## src/rtl/cdr_pkg.sv

```systemverilog
// Package: shared field layout, register types and power-on values
// for the clock distributor configuration bank.
// Assumes a 32-bit write word with the register address in bits 3:0.
package cdr_pkg;
    localparam int DATA_W    = 32;
    localparam int ADDR_W    = 4;
    localparam int MUX_W     = 2;
    localparam int DIV_W     = 8;
    localparam int DLY_W     = 4;

    localparam int DLY_LSB   = 4;
    localparam int DIV_LSB   = 8;
    localparam int EN_BIT    = 16;
    localparam int MUX_LSB   = 17;
    localparam int INSEL_BIT = 20;
    localparam int OUTEN_BIT = 21;
    localparam int PWDN_BIT  = 22;
    localparam int SRST_BIT  = 31;

    typedef struct packed {
        logic [MUX_W-1:0] mux;
        logic             en;
        logic [DIV_W-1:0] div;
        logic [DLY_W-1:0] dly;
    } chan_cfg_t;

    typedef struct packed {
        logic in_sel;
        logic out_en;
        logic pwr_down;
    } glb_cfg_t;

    localparam chan_cfg_t CHAN_DEFAULT = '{mux: '0, en: 1'b0, div: DIV_W'(1), dly: '0};
    localparam glb_cfg_t  GLB_DEFAULT  = '{in_sel: 1'b1, out_en: 1'b1, pwr_down: 1'b0};

    // Extract the channel fields from a write word.
    function automatic chan_cfg_t chan_from_word(input logic [DATA_W-1:0] w);
        chan_cfg_t c;
        c.mux = w[MUX_LSB +: MUX_W];
        c.en  = w[EN_BIT];
        c.div = w[DIV_LSB +: DIV_W];
        c.dly = w[DLY_LSB +: DLY_W];
        return c;
    endfunction

    // Place channel fields and the address back into a word.
    function automatic logic [DATA_W-1:0] chan_to_word(input chan_cfg_t c,
                                                       input logic [ADDR_W-1:0] a);
        logic [DATA_W-1:0] w;
        w = '0;
        w[MUX_LSB +: MUX_W] = c.mux;
        w[EN_BIT]           = c.en;
        w[DIV_LSB +: DIV_W] = c.div;
        w[DLY_LSB +: DLY_W] = c.dly;
        w[ADDR_W-1:0]       = a;
        return w;
    endfunction
endpackage

```

## src/rtl/cdr_wr_decode.sv

```systemverilog
// Write decoder: turns the address nibble and the reset bit of a write
// into one write strobe per register plus a software-reset pulse.
// Assumes NUM_CH <= GLB_ADDR, so the global slot never overlaps a channel.
module cdr_wr_decode
    import cdr_pkg::*;
#(
    parameter int NUM_CH   = 8,
    parameter int GLB_ADDR = 14
) (
    input  logic              wr_en,
    input  logic [ADDR_W-1:0] wr_addr,
    input  logic              wr_srst,
    output logic [NUM_CH-1:0] ch_we,
    output logic              glb_we,
    output logic              soft_rst,
    output logic              unused_hit
);
    // Software reset exists only at address 0.
    assign soft_rst = wr_en && (wr_addr == '0) && wr_srst;

    genvar k;
    generate
        for (k = 0; k < NUM_CH; k++) begin : g_we
            // Per-channel strobe; a reset word stores nothing.
            assign ch_we[k] = wr_en && (wr_addr == ADDR_W'(k)) && !soft_rst;
        end
    endgenerate

    // Global register strobe.
    assign glb_we = wr_en && (wr_addr == ADDR_W'(GLB_ADDR));

    // Flags a write that lands on no register.
    assign unused_hit = wr_en && !glb_we && (int'(wr_addr) >= NUM_CH);
endmodule

```

## src/rtl/cdr_chan_reg.sv

```systemverilog
// One channel register: holds mode, enable, divider and delay codes.
// Assumes clr and we never target a different word in the same cycle;
// clr wins when both are high.
module cdr_chan_reg
    import cdr_pkg::*;
(
    input  logic      clk,
    input  logic      rst_n,
    input  logic      clr,
    input  logic      we,
    input  chan_cfg_t wcfg,
    output chan_cfg_t cfg
);
    // Store the fields, or return to the power-on value on any reset.
    always_ff @(posedge clk) begin
        if (!rst_n || clr) begin
            cfg <= CHAN_DEFAULT;
        end else if (we) begin
            cfg <= wcfg;
        end
    end


    chan_store_chk: assert property (@(posedge clk) disable iff (!rst_n)
        (we && !clr) |=> (cfg == $past(wcfg)));


    chan_hold_chk: assert property (@(posedge clk) disable iff (!rst_n)
        (!we && !clr) |=> $stable(cfg));
endmodule

```

## src/rtl/cdr_glb_reg.sv

```systemverilog
// Global control register: input select, global output enable, power-down.
// Assumes the same reset priority as the channel registers.
module cdr_glb_reg
    import cdr_pkg::*;
(
    input  logic              clk,
    input  logic              rst_n,
    input  logic              clr,
    input  logic              we,
    input  logic [DATA_W-1:0] wdata,
    output glb_cfg_t          cfg
);
    // Store the global fields, or return to the power-on value.
    always_ff @(posedge clk) begin
        if (!rst_n || clr) begin
            cfg <= GLB_DEFAULT;
        end else if (we) begin
            cfg.in_sel   <= wdata[INSEL_BIT];
            cfg.out_en   <= wdata[OUTEN_BIT];
            cfg.pwr_down <= wdata[PWDN_BIT];
        end
    end


    glb_store_chk: assert property (@(posedge clk) disable iff (!rst_n)
        (we && !clr) |=> (cfg.pwr_down == $past(wdata[PWDN_BIT]))
                      && (cfg.out_en == $past(wdata[OUTEN_BIT]))
                      && (cfg.in_sel == $past(wdata[INSEL_BIT])));


    glb_hold_chk: assert property (@(posedge clk) disable iff (!rst_n)
        (!we && !clr) |=> $stable(cfg));
endmodule

```

## src/rtl/cdr_readback.sv

```systemverilog
// Readback mux: rebuilds the stored word for any address.
// The reset bit is never stored, so bit 31 is always 0. Unused addresses read as 0.
module cdr_readback
    import cdr_pkg::*;
#(
    parameter int NUM_CH   = 8,
    parameter int GLB_ADDR = 14
) (
    input  logic [ADDR_W-1:0]            rd_addr,
    input  chan_cfg_t [NUM_CH-1:0]       chans,
    input  glb_cfg_t                     glb,
    output logic [DATA_W-1:0]            rd_data
);
    // Select and repack the addressed register.
    always_comb begin
        rd_data = '0;
        for (int k = 0; k < NUM_CH; k++) begin
            if (rd_addr == ADDR_W'(k)) begin
                rd_data = chan_to_word(chans[k], rd_addr);
            end
        end
        if (rd_addr == ADDR_W'(GLB_ADDR)) begin
            rd_data[INSEL_BIT]    = glb.in_sel;
            rd_data[OUTEN_BIT]    = glb.out_en;
            rd_data[PWDN_BIT]     = glb.pwr_down;
            rd_data[ADDR_W-1:0]   = rd_addr;
        end
    end
endmodule

```

## src/rtl/clk_dist_cfg.sv

```systemverilog
// Top: configuration register bank for a clock distributor.
// Decodes parallel writes, holds NUM_CH channel registers and one global
// register, drives the flattened fields to the channel logic and offers
// a combinational readback. Synchronous active-low reset.
module clk_dist_cfg
    import cdr_pkg::*;
#(
    parameter int NUM_CH   = 8,
    parameter int GLB_ADDR = 14
) (
    input  logic                    clk,
    input  logic                    rst_n,
    input  logic                    wr_en,
    input  logic [31:0]             wr_data,
    input  logic [3:0]              rd_addr,
    output logic [31:0]             rd_data,
    output logic [NUM_CH*2-1:0]     ch_mux,
    output logic [NUM_CH-1:0]       ch_en,
    output logic [NUM_CH*8-1:0]     ch_div,
    output logic [NUM_CH*4-1:0]     ch_dly,
    output logic                    glb_in_sel,
    output logic                    glb_out_en,
    output logic                    glb_pwr_down
);
    localparam logic [NUM_CH*DIV_W-1:0] DIV_RST_VEC = {NUM_CH{CHAN_DEFAULT.div}};

    logic [NUM_CH-1:0]       ch_we;
    logic                    glb_we;
    logic                    soft_rst;
    logic                    unused_hit;
    chan_cfg_t               wr_chan;
    chan_cfg_t [NUM_CH-1:0]  chans;
    glb_cfg_t                glb;
    logic                    unused_wr_bits;

    // Bits of the write word that no register keeps.
    assign unused_wr_bits = ^{wr_data[30:23], wr_data[19]};

    assign wr_chan = chan_from_word(wr_data);

    cdr_wr_decode #(.NUM_CH(NUM_CH), .GLB_ADDR(GLB_ADDR)) i_dec (
        .wr_en      (wr_en),
        .wr_addr    (wr_data[ADDR_W-1:0]),
        .wr_srst    (wr_data[SRST_BIT]),
        .ch_we      (ch_we),
        .glb_we     (glb_we),
        .soft_rst   (soft_rst),
        .unused_hit (unused_hit)
    );

    genvar k;
    generate
        for (k = 0; k < NUM_CH; k++) begin : g_ch
            cdr_chan_reg i_chan (
                .clk   (clk),
                .rst_n (rst_n),
                .clr   (soft_rst),
                .we    (ch_we[k]),
                .wcfg  (wr_chan),
                .cfg   (chans[k])
            );
            assign ch_mux[k*MUX_W +: MUX_W] = chans[k].mux;
            assign ch_en[k]                 = chans[k].en;
            assign ch_div[k*DIV_W +: DIV_W] = chans[k].div;
            assign ch_dly[k*DLY_W +: DLY_W] = chans[k].dly;
        end
    endgenerate

    cdr_glb_reg i_glb (
        .clk   (clk),
        .rst_n (rst_n),
        .clr   (soft_rst),
        .we    (glb_we),
        .wdata (wr_data),
        .cfg   (glb)
    );

    assign glb_in_sel   = glb.in_sel;
    assign glb_out_en   = glb.out_en;
    assign glb_pwr_down = glb.pwr_down;

    cdr_readback #(.NUM_CH(NUM_CH), .GLB_ADDR(GLB_ADDR)) i_rb (
        .rd_addr (rd_addr),
        .chans   (chans),
        .glb     (glb),
        .rd_data (rd_data)
    );


    soft_reset_dflt_chk: assert property (@(posedge clk) disable iff (!rst_n)
        (wr_en && wr_data[3:0] == 4'd0 && wr_data[31]) |=>
            (ch_mux == '0) && (ch_en == '0) && (ch_dly == '0)
            && (ch_div == DIV_RST_VEC)
            && glb_in_sel && glb_out_en && !glb_pwr_down);


    unused_addr_hold_chk: assert property (@(posedge clk) disable iff (!rst_n)
        unused_hit |=> $stable(ch_mux) && $stable(ch_en) && $stable(ch_div)
                       && $stable(ch_dly) && $stable(glb_in_sel)
                       && $stable(glb_out_en) && $stable(glb_pwr_down));
endmodule

```

## config.mk

```make
export PLATFORM = sky130hd
export DESIGN_NAME = clk_dist_cfg
export DESIGN_NICKNAME = d
export VERILOG_FILES = /design/src/rtl/cdr_pkg.sv /design/src/rtl/cdr_wr_decode.sv /design/src/rtl/cdr_chan_reg.sv /design/src/rtl/cdr_glb_reg.sv /design/src/rtl/cdr_readback.sv /design/src/rtl/clk_dist_cfg.sv
export SDC_FILE = /design/constraint.sdc
export NUM_CORES = 1
export LEC_CHECK = 0
export CORE_MARGIN = 2
export CORE_UTILIZATION = 45
export CTS_BUF_LIST = sky130_fd_sc_hd__clkbuf_8
export DETAILED_ROUTE_END_ITERATION = 6
export GPL_TIMING_DRIVEN = 0
export PLACE_DENSITY = 0.89
export SETUP_SLACK_MARGIN = 0.15
export SKIP_LAST_GASP = 1
export SYNTH_ARGS = -nofsm -noshare
export SYNTH_HDL_FRONTEND = slang
export SYNTH_SLANG_ARGS = --single-unit
```

## constraint.sdc

```tcl
create_clock -name clk -period 6.4 [get_ports clk]
set_clock_uncertainty 0.1 [all_clocks]
set_input_delay 1.28 -clock clk [delete_from_list [all_inputs] [get_ports clk]]
set_output_delay 1.28 -clock clk [all_outputs]
set_load 0.01 [all_outputs]
```

==> flow_metrics.env <==
export IMPL_tightest_slew_ns=0.923
export IMPL_dpl_cell_area_um2=7560
export IMPL_grt_pass1_wl_um=28800
export IMPL_max_vdd_ir_drop_uv=146
export IMPL_final_area_um2=7960
export IMPL_cts_buffers_inserted=17
export IMPL_required_ns=5.02
export IMPL_cts_htree_levels=4
export IMPL_cp_common_cell="clkdlybuf4s50_1"
export IMPL_pwr_share_comb=0.103
export IMPL_dieWidth_um=117
export IMPL_setup_worst_path_start_class="input pin"
export IMPL_setup_violations=0
export IMPL_finalCritPeriodShare=0.804
export IMPL_max_freq_mhz=194
export IMPL_setup_worst_path_end_class="output pin"
export IMPL_vias_per_cell=5.54
export IMPL_syn_avg_cell_area_um2=9.31
export IMPL_synth_cell_types=42
export IMPL_grt_usage=0.287
export IMPL_switchingPower_mw=0.409
export IMPL_port_buffers=156
export IMPL_initial_utilization=0.458
export IMPL_cts_tree="yes"
export IMPL_crit_chain="clkdlybuf4s50_1 > clkbuf_1 > buf_2 > mux2i_1 > nor2_1 > clkdlybuf4s50_1"
export IMPL_ctsHoldBuffers=0
export IMPL_yosys_warnings=0
export IMPL_syn_area_um2=5750
export IMPL_synth_area_leader_cell="dfxtp_1"
export IMPL_die_h_um=117
export IMPL_wl_per_cell_um=19.8
export IMPL_rsz0062_at_grt="no"
export IMPL_synth_top_area_share=0.428
export IMPL_synth_seq_cells=123
export IMPL_hold_class="register to register"
export IMPL_path_class="input pin to output pin"
export IMPL_setup_tns_ns=0
export IMPL_cp_arrival_ns=3.77
export IMPL_clk_path_buf_depth=2
export IMPL_cts_resized=0
export IMPL_fin_util=0.633
export IMPL_synth_edf_count=0
export IMPL_cts_setup_buffers=0
export IMPL_yosys_top_cells_area="dfxtp_1 (43%), mux2i_1 (17%), mux4_2 (8.2%)"
export IMPL_total_power_mw=1.65
export IMPL_antenna_found_initial=0
export IMPL_grt_pass1_vias=5232
export IMPL_drt_initial_drc_count=451
export IMPL_drc=0
export IMPL_vias=5465
export IMPL_areaGrowthSynthToFinish_pct=38.3
export IMPL_outcome="completed"
export IMPL_power_density_nw_per_um2=207
export IMPL_final_setup_worst_slack_ns=1.25
export IMPL_drv_cap=0
export IMPL_yosysSeqAreaShare=0.428
export IMPL_synthCells=618
export IMPL_slowest_stage="clkdlybuf4s50_1"
export IMPL_rows=41
export IMPL_cts_num_sinks=123
export IMPL_ys_async_sr_fraction=0
export IMPL_routed_wl_um=19500
export IMPL_antenna_cells=0
export IMPL_die_area_um2=13700
export IMPL_fin_crit_ns=5.15
export IMPL_ant_nets=0
export IMPL_final_nets=841
export IMPL_clkTransAtPathRegs_ns=0.06
export IMPL_grt_max_degree=17
export IMPL_p_int_mw=1.24
export IMPL_clkLatencyLatePin_ns=0.44
export IMPL_max_stage_delay_ns=0.64
export IMPL_switching_share=0.248
export IMPL_gp_congestion=0.849
export IMPL_clockPowerShare=0.422
export IMPL_core_um2=12600
export IMPL_ios=194
export IMPL_cts_root_buffer="clkbuf_8"
export IMPL_synth_top_flop_cell="dfxtp_1"
export IMPL_slew_viol_final=0
export IMPL_cp_max_fo=10
export IMPL_hold_violations=0
export IMPL_drt_pre_antenna_iters=5
export IMPL_gr_total_overflow=0
export IMPL_seqPwrFrac=0.475
export IMPL_hpwl_um=13800
export IMPL_drive_gt1_frac=0.109
export IMPL_p_leak_nw=3.17
export IMPL_pre_cts_ws_ns=1.35
export IMPL_relSlewSlack=0.382
[layer usage]
metal	vias up	share of wire	wire length [um]	track usage
met4	0	0.033	640	0.130
met2	341	0.48	9290	0.474
met3	48	0.098	1910	0.0731
met1	2595	0.39	7700	0.354
li1	2481	-	-	-
met5	-	0	0	0
[layout by cell type (no fill, tap or decap), drive strengths merged, types with 4 or more instances in the layout]
cell | Yosys | routed
clkbuf | 37 | 56
a21oi | 49 | 49
o21ai | 24 | 24
inv | 4 | 7
buf | 34 | 34
nand3 | 7 | 7
mux4 | 21 | 21
mux2i | 98 | 98
nand2 | 74 | 74
nor2b | 7 | 7
and2 | 4 | 4
clkdlybuf4s50 | 0 | 156
nand3b | 15 | 15
clkinv | 0 | 6
nor2 | 89 | 89
conb | 1 | 10
dfxtp | 123 | 123
[synthesized netlist by cell type (2+ instances only)]
| cell | instances |
|---|---|
| nand3_1 | 7 |
| dfxtp_1 | 123 |
| nand2_1 | 74 |
| clkbuf_1 | 37 |
| mux2i_1 | 98 |
| nor2_1 | 89 |
| or2_2 | 2 |
| o21ai_0 | 24 |
| buf_2 | 16 |
| o221ai_1 | 3 |
| nand2b_1 | 2 |
| and2_1 | 4 |
| nand3b_1 | 15 |
| buf_4 | 13 |
| buf_6 | 4 |
| o2bb2ai_1 | 2 |
| nor2b_1 | 7 |
| inv_1 | 4 |
| mux4_2 | 21 |
| mux2_2 | 3 |
| a21oi_1 | 49 |
[logic make-up after synthesis]
kind of cell / after synthesis / share of synthesized area
flip-flops: 123 / 0.428
other: 1 / 0.000652
buffers and inverters: 75 / 0.0661
AND/OR/NAND/NOR: 212 / 0.166
multiplexers: 122 / 0.259
AO/OA/AOI/OAI: 85 / 0.0805
[sequential cells by signal, indices dropped and copies added (netlist names)]
| name | count |
|---|---|
| i_glb.cfg | 3 |
| g_ch.i_chan.cfg | 120 |
[worst max-delay path: cells and delay by family]
family,cells,cell delay (ns)
muxes,1,0.14
buffers and inverters,4,2.17
and+or+nand+nor,1,0.17
[through the flow]
stage / cells / hold slack [ns]
final: 986 / 0.370
after detailed placement: 955 / 0.360
after CTS: 986 / 0.368
after global placement: 955 / 0.354
after floorplan: 627 / 0.384
after global routing: 986 / 0.397
[layout make-up]
| type | instances | area, um2 |
|---|---|---|
| Fill cell | 1030 | 4610 |
| Multi-Input combinational cell | 429 | 2950 |
| Sequential cell | 123 | 2460 |
| Timing Repair Buffer | 156 | 1560 |
| Buffer | 71 | 365 |
| Clock buffer | 19 | 262 |
| Tap cell | 172 | 215 |
| Clock inverter | 12 | 131 |
| Inverter | 4 | 15.0 |
[path summary, 6_finish.rpt]
kind | cells after the start | end | slack, ns | from
max reg2reg | 2 | g_ch[7].i_chan.cfg[9]$_SDFFE_PP0P_ | 5.56 | g_ch[7].i_chan.cfg[9]$_SDFFE_PP0P_
max | 6 | rd_data[11] | 1.25 | rd_addr[2]
min reg2reg | 2 | g_ch[1].i_chan.cfg[10]$_SDFFE_PP0P_ | 0.37 | g_ch[1].i_chan.cfg[10]$_SDFFE_PP0P_
min | 2 | g_ch[1].i_chan.cfg[10]$_SDFFE_PP0P_ | 0.37 | g_ch[1].i_chan.cfg[10]$_SDFFE_PP0P_
[power groups by stage]
| stage | sequential [mW] | clock, mW | combinational [mW] |
|---|---|---|---|
| after floorplan | 0.802 | 0 | 0.0931 |
| after global placement | 0.800 | 0 | 0.165 |
| after detailed placement | 0.800 | 0 | 0.167 |
| after CTS | 0.783 | 0.694 | 0.168 |
| after global routing | 0.783 | 0.728 | 0.181 |
| final | 0.783 | 0.695 | 0.170 |
Note: power is estimated with default switching activity, not from simulation.
